[src/rtl/rvdec_pkg.sv]
package rvdec_pkg;
  localparam int ILEN  = 32;
  localparam int OPC_W = 7;
  localparam int F3_W  = 3;
  localparam int F7_W  = 7;
  localparam int ALU_W = 4;
  localparam int IMM_W = 3;

  localparam logic [OPC_W-1:0] OPC_REG    = 7'b0110011;
  localparam logic [OPC_W-1:0] OPC_IMM    = 7'b0010011;
  localparam logic [OPC_W-1:0] OPC_LOAD   = 7'b0000011;
  localparam logic [OPC_W-1:0] OPC_STORE  = 7'b0100011;
  localparam logic [OPC_W-1:0] OPC_BRANCH = 7'b1100011;
  localparam logic [OPC_W-1:0] OPC_JAL    = 7'b1101111;
  localparam logic [OPC_W-1:0] OPC_JALR   = 7'b1100111;
  localparam logic [OPC_W-1:0] OPC_LUI    = 7'b0110111;
  localparam logic [OPC_W-1:0] OPC_AUIPC  = 7'b0010111;

  localparam logic [F7_W-1:0] F7_BASE = 7'b0000000;
  localparam logic [F7_W-1:0] F7_ALT  = 7'b0100000;

  typedef enum logic [3:0] {
    CL_NONE, CL_REG, CL_IMM, CL_LOAD, CL_STORE,
    CL_BRANCH, CL_JAL, CL_JALR, CL_LUI, CL_AUIPC
  } op_class_e;

  typedef enum logic [ALU_W-1:0] {
    ALU_ADD = 4'd0, ALU_SLL = 4'd1, ALU_SLT = 4'd2, ALU_SLTU = 4'd3,
    ALU_XOR = 4'd4, ALU_SRL = 4'd5, ALU_OR = 4'd6, ALU_AND = 4'd7,
    ALU_SUB = 4'd8, ALU_SRA = 4'd9, ALU_PASSA = 4'd10, ALU_PASSB = 4'd11
  } alu_op_e;

  typedef enum logic [1:0] {
    WB_ALU = 2'd0, WB_MEM = 2'd1, WB_LINK = 2'd2
  } wb_sel_e;

  typedef enum logic [1:0] {
    PCS_SEQ = 2'd0, PCS_JUMP = 2'd1, PCS_BRANCH = 2'd2
  } pc_sel_e;

  typedef enum logic [IMM_W-1:0] {
    IMF_IARITH = 3'd0, IMF_ISHIFT = 3'd1, IMF_S = 3'd2,
    IMF_B = 3'd3, IMF_J = 3'd4, IMF_U = 3'd5
  } imm_fmt_e;

  typedef struct packed {
    logic             reg_we;
    wb_sel_e          wb_sel;
    logic             mem_we;
    logic [F3_W-1:0]  mem_kind;
    alu_op_e          alu_op;
    logic             opa_pc;
    logic             opb_imm;
    logic             tgt_rs1;
    pc_sel_e          pc_sel;
    imm_fmt_e         imm_fmt;
  } ctrl_t;
endpackage

[src/rtl/rvdec_class.sv]
module rvdec_class
  import rvdec_pkg::*;
(
  input  logic [OPC_W-1:0] opc_i,
  output op_class_e        cls_o
);
  always_comb begin
    unique case (opc_i)
      OPC_REG:    cls_o = CL_REG;
      OPC_IMM:    cls_o = CL_IMM;
      OPC_LOAD:   cls_o = CL_LOAD;
      OPC_STORE:  cls_o = CL_STORE;
      OPC_BRANCH: cls_o = CL_BRANCH;
      OPC_JAL:    cls_o = CL_JAL;
      OPC_JALR:   cls_o = CL_JALR;
      OPC_LUI:    cls_o = CL_LUI;
      OPC_AUIPC:  cls_o = CL_AUIPC;
      default:    cls_o = CL_NONE;
    endcase
  end
endmodule

[src/rtl/rvdec_alu.sv]
module rvdec_alu
  import rvdec_pkg::*;
(
  input  logic [F3_W-1:0] f3_i,
  input  logic [F7_W-1:0] f7_i,
  input  logic            is_reg_i,
  output alu_op_e         op_o,
  output logic            legal_o,
  output logic            shift_fmt_o
);
  logic f7_base, f7_alt, is_srx, is_sll, alt_slot;

  assign f7_base  = (f7_i == F7_BASE);
  assign f7_alt   = (f7_i == F7_ALT);
  assign is_sll   = (f3_i == 3'b001);
  assign is_srx   = (f3_i == 3'b101);
  assign alt_slot = (f3_i == 3'b000) | is_srx;

  always_comb begin
    op_o        = alu_op_e'({1'b0, f3_i});
    legal_o     = 1'b1;
    shift_fmt_o = 1'b0;
    if (is_reg_i) begin
      legal_o = f7_base | (f7_alt & alt_slot);
      if (f7_alt) op_o = is_srx ? ALU_SRA : ALU_SUB;
    end else begin
      shift_fmt_o = is_sll | is_srx;
      if (is_sll) legal_o = f7_base;
      else if (is_srx) begin
        legal_o = f7_base | f7_alt;
        if (f7_alt) op_o = ALU_SRA;
      end
    end
  end
endmodule

[src/rtl/rvdec_mem.sv]
module rvdec_mem
  import rvdec_pkg::*;
(
  input  logic [F3_W-1:0] f3_i,
  input  logic            is_store_i,
  output logic [F3_W-1:0] kind_o,
  output logic            legal_o
);
  assign kind_o = f3_i;

  always_comb begin
    if (is_store_i) legal_o = (f3_i[2] == 1'b0) & (f3_i[1:0] != 2'b11);
    else            legal_o = (f3_i != 3'b011) & (f3_i[2:1] != 2'b11);
  end
endmodule

[src/rtl/rvdec_top.sv]
module rvdec_top
  import rvdec_pkg::*;
(
  input  logic [31:0] insn_i,
  output logic        reg_we_o,
  output logic [1:0]  wb_sel_o,
  output logic        mem_we_o,
  output logic [2:0]  mem_kind_o,
  output logic [3:0]  alu_op_o,
  output logic        opa_pc_o,
  output logic        opb_imm_o,
  output logic        tgt_rs1_o,
  output logic [1:0]  pc_sel_o,
  output logic [2:0]  imm_fmt_o,
  output logic        illegal_o
);
  logic [OPC_W-1:0] opc;
  logic [F3_W-1:0]  f3;
  logic [F7_W-1:0]  f7;
  logic             unused_fields;
  op_class_e        cls;
  alu_op_e          alu_code;
  logic             alu_legal, alu_shift;
  logic [F3_W-1:0]  mem_kind;
  logic             mem_legal;
  ctrl_t            ctl;
  logic             legal;

  assign opc = insn_i[OPC_W-1:0];
  assign f3  = insn_i[14:12];
  assign f7  = insn_i[ILEN-1:ILEN-F7_W];
  assign unused_fields = ^{insn_i[24:15], insn_i[11:7]};

  rvdec_class u_class (.opc_i(opc), .cls_o(cls));

  rvdec_alu u_alu (
    .f3_i(f3), .f7_i(f7), .is_reg_i(cls == CL_REG),
    .op_o(alu_code), .legal_o(alu_legal), .shift_fmt_o(alu_shift)
  );

  rvdec_mem u_mem (
    .f3_i(f3), .is_store_i(cls == CL_STORE),
    .kind_o(mem_kind), .legal_o(mem_legal)
  );

  always_comb begin
    ctl   = '0;
    legal = 1'b1;
    unique case (cls)
      CL_REG: begin
        legal      = alu_legal;
        ctl.reg_we = 1'b1;
        ctl.alu_op = alu_code;
      end
      CL_IMM: begin
        legal       = alu_legal;
        ctl.reg_we  = 1'b1;
        ctl.alu_op  = alu_code;
        ctl.opb_imm = 1'b1;
        ctl.imm_fmt = alu_shift ? IMF_ISHIFT : IMF_IARITH;
      end
      CL_LOAD: begin
        legal        = mem_legal;
        ctl.reg_we   = 1'b1;
        ctl.wb_sel   = WB_MEM;
        ctl.opb_imm  = 1'b1;
        ctl.mem_kind = mem_kind;
      end
      CL_STORE: begin
        legal        = mem_legal;
        ctl.mem_we   = 1'b1;
        ctl.opb_imm  = 1'b1;
        ctl.mem_kind = mem_kind;
        ctl.imm_fmt  = IMF_S;
      end
      CL_BRANCH: begin
        legal       = (f3[2:1] != 2'b01);
        ctl.pc_sel  = PCS_BRANCH;
        ctl.imm_fmt = IMF_B;
      end
      CL_JAL: begin
        ctl.reg_we  = 1'b1;
        ctl.wb_sel  = WB_LINK;
        ctl.pc_sel  = PCS_JUMP;
        ctl.imm_fmt = IMF_J;
      end
      CL_JALR: begin
        legal       = (f3 == 3'b000);
        ctl.reg_we  = 1'b1;
        ctl.wb_sel  = WB_LINK;
        ctl.pc_sel  = PCS_JUMP;
        ctl.tgt_rs1 = 1'b1;
      end
      CL_LUI: begin
        ctl.reg_we  = 1'b1;
        ctl.alu_op  = ALU_PASSB;
        ctl.opb_imm = 1'b1;
        ctl.imm_fmt = IMF_U;
      end
      CL_AUIPC: begin
        ctl.reg_we  = 1'b1;
        ctl.opa_pc  = 1'b1;
        ctl.opb_imm = 1'b1;
        ctl.imm_fmt = IMF_U;
      end
      default: legal = 1'b0;
    endcase
    if (!legal) ctl = '0;
  end

  assign reg_we_o   = ctl.reg_we;
  assign wb_sel_o   = ctl.wb_sel;
  assign mem_we_o   = ctl.mem_we;
  assign mem_kind_o = ctl.mem_kind;
  assign alu_op_o   = ctl.alu_op;
  assign opa_pc_o   = ctl.opa_pc;
  assign opb_imm_o  = ctl.opb_imm;
  assign tgt_rs1_o  = ctl.tgt_rs1;
  assign pc_sel_o   = ctl.pc_sel;
  assign imm_fmt_o  = ctl.imm_fmt;
  assign illegal_o  = ~legal;
endmodule

[config.mk]
export PLATFORM = sky130hd
export DESIGN_NAME = rvdec_top
export DESIGN_NICKNAME = d
export VERILOG_FILES = /design/src/rtl/rvdec_pkg.sv /design/src/rtl/rvdec_class.sv /design/src/rtl/rvdec_alu.sv /design/src/rtl/rvdec_mem.sv /design/src/rtl/rvdec_top.sv
export SDC_FILE = /design/constraint.sdc
export NUM_CORES = 1
export LEC_CHECK = 0
export BUFFER_PORTS_ARGS = -buffer_cell sky130_fd_sc_hd__buf_2
export CAP_MARGIN = 15
export CELL_PAD_IN_SITES_DETAIL_PLACEMENT = 2
export CELL_PAD_IN_SITES_GLOBAL_PLACEMENT = 2
export CORE_MARGIN = 5
export CORE_UTILIZATION = 18
export DETAILED_ROUTE_END_ITERATION = 10
export PLACE_DENSITY_LB_ADDON = 0.1
export SYNTH_ARGS = -nofsm -noshare
export SYNTH_HDL_FRONTEND = slang
export SYNTH_SLANG_ARGS = --single-unit
[constraint.sdc]
create_clock -name vclk -period 2.47
set_clock_uncertainty 0.1 [all_clocks]
set_input_delay 0.247 -clock vclk [all_inputs]
set_output_delay 0.247 -clock vclk [all_outputs]
set_load 0.02 [all_outputs]
==> impl_metrics.py <==
metrics = {
    "worst_setup_path": {
        "worstPathRequired_ns": 2.12,
        "crit_start": "insn_i[5]",
        "slowest_delay_ns": 0.41,
        "critPathKind": "input pin to output pin",
        "crit_path_end_kind": "output pin",
        "worstPathCellList": "buf_2 -> nand2b_4 -> or3_4 -> a21oi_4 -> a211oi_2 -> buf_4 -> nor4bb_1 -> buf_2",
        "cpMaxStageDelayCell": "or3_4",
        "crit_arrival_ns": 1.91,
        "worst_path_most_repeated_cell": "buf_2",
        "crit_fanout": 14,
        "start_kind": "input pin",
    },
    "cells_and_area": {
        "nets": 152,
        "n_fill_cell": 366,
        "mostFrequentLayoutCell": "buf_2",
        "area.sequential_um2": 0,
        "n_clock_buffer": 0,
        "num_antenna_cells": 0,
        "drive_above_1_share_pct": 46.6,
        "final_cell_mix": "37 x buf_2, 9 x nand2_1, 8 x nor2_1, 6 x nand3_1, 6 x buf_4",
        "flops_and_latches": 0,
        "area.growth.synth_to_final_pct": 45.8,
    },
    "global_route": {
        "first_global_vias": 825,
        "grtUsageTotal_pct": 11.3,
        "antenna_found_initial": 0,
        "grt_pass1_wl_um": 3990,
        "grt_max_degree": 15,
        "grt-ovfl-total": 0,
    },
    "sta": {
        "fin_crit_sh_pct": 91.4,
        "worst_slew_pin_slew_ns": 0.436,
        "finalSetupViolations": 0,
        "final.setup.tns_ns": 0,
        "layout_min_cycle_time_ns": 2.26,
        "slew_headroom_pct": 70.9,
        "fmaxAchievable_mhz": 443,
        "rsz0062_at_grt": "false",
        "slew_viol_final": 0,
        "finalHoldViolCount": 0,
    },
    "worst_hold_path": {
        "min-delay-start": "insn_i[6]",
        "hold_path_end": "mem_we_o",
        "hold_depth": 3,
        "hp-class": "input pin to output pin",
    },
    "floorplan": {
        "die_height_um": 64.7,
        "rows": 19,
        "die_w_um": 64.7,
        "core-area_um2": 2810,
        "start_util_pct": 19.2,
        "ios": 52,
        "die_area_um2": 4180,
    },
    "logic_synthesis": {
        "syn_nets": 112,
        "ys_seq_area_share_pct": 0,
        "yosysTopAreaCell": "nand2_1",
        "syn_inst": 80,
        "avgSynthCellArea_um2": 6.73,
        "synth.top_cell.area_share_pct": 6.28,
        "synth_area_leaders": "nand2_1 6.3%, nand3_1 5.6%, nor2_1 5.6%",
        "syn-cell-area_um2": 538,
        "yosysUniqueCellTypes": 35,
        "synth_warnings": 0,
    },
    "power_and_ir_drop": {
        "power.density_nw_per_um2": 105,
        "ir_drop_mv": 0.0319,
        "p_total_mw": 0.0821,
        "leakage_nw": 0.345,
    },
    "detailed_routing": {
        "drt_iter0_drc": 16,
        "drtPass1Iterations": 4,
        "viasPerCell": 5.05,
        "drtAntennaViolNets": 0,
        "wl_per_cell_um": 15.6,
        "vias": 752,
        "wl_um": 2320,
        "drc": 0,
    },
    "run": {
        "maxCapViolCount": 0,
    },
    "place": {
        "io_buffers": 37,
        "place.gp.congestion": 0.760,
        "hpwl_um": 1920,
    },
    "cts": {
        "cts-hold-fix-buffers": 0,
    },
    "status": {
        "status": "finished clean",
    },
}
[where the power goes]
group	total [mW]	internal, mW	switching [mW]
clock	0	0	0
combinational	0.0821	0.0323	0.0498
sequential	0	0	0
[through the flow]
step | utilization, % | instance area, um^2 | instances | hold slack (ns) | worst slack [ns]
detailed placement | 27.5 | 771 | 149 | 0.784 | 0.0770
global route | 28.0 | 785 | 149 | 0.813 | 0.0371
floorplan | - | 538 | 80 | 0.528 | 0.186
finish | 28.0 | 785 | 149 | 0.780 | 0.212
global placement | 27.5 | 771 | 149 | 0.785 | 0.135
CTS | 27.5 | 771 | 149 | 0.784 | 0.0728
[per-layer routing]
layer,share of wire (%),vias to the layer above,GRT usage (%)
met2,48,21,20.2
met3,4.0,0,1.04
met1,48,355,15.5
met5,0,-,0
li1,-,376,-
met4,0,0,0
[cell type report]
type	instances	area, um^2	area share, %
Tap cell	31	38.8	4.94
Multi-Input combinational cell	73	508	64.8
Timing Repair Buffer	43	230	29.3
Inverter	2	7.51	0.957
[Yosys cell counts (all sizes together), types with 2 or more instances]
cell	number
a211oi	3
a21oi	5
and3	3
buf	4
inv	2
nand2	9
nand2b	5
nand3	6
nor2	9
nor2b	3
nor3	4
nor3b	3
nor4	4
o2111ai	2
o21ai	4
or3	3
[what timing repair did]
| action | in CTS | in global routing |
|---|---|---|
| endpoints found under the setup margin | 0 | 1 |
| gates resized for setup | 0 | 2 |
| setup buffers | 0 | 0 |
[worst max-delay path by stage]
stage	end	slack, ns
detailed placement	wb_sel_o[0]	0.08
finish	wb_sel_o[0]	0.21
floorplan	alu_op_o[1]	0.19
global route	wb_sel_o[0]	0.04
global placement	alu_op_o[1]	0.13
CTS	wb_sel_o[0]	0.07
[cells by family after synthesis]
family                 share of synthesized area [%]
AO/OA/AOI/OAI                                   29.3
buffers and inverters                           8.14
multiplexers                                    1.86
AND/OR/NAND/NOR                                 60.7
[critical path: cells and delay by family]
kind	cells	cell delay [ns]
AND/OR/NAND/NOR	3	0.77
buffers and inverters	3	0.69
AO/OA/AOI/OAI	2	0.20
Power figures use the tool's default switching activity.
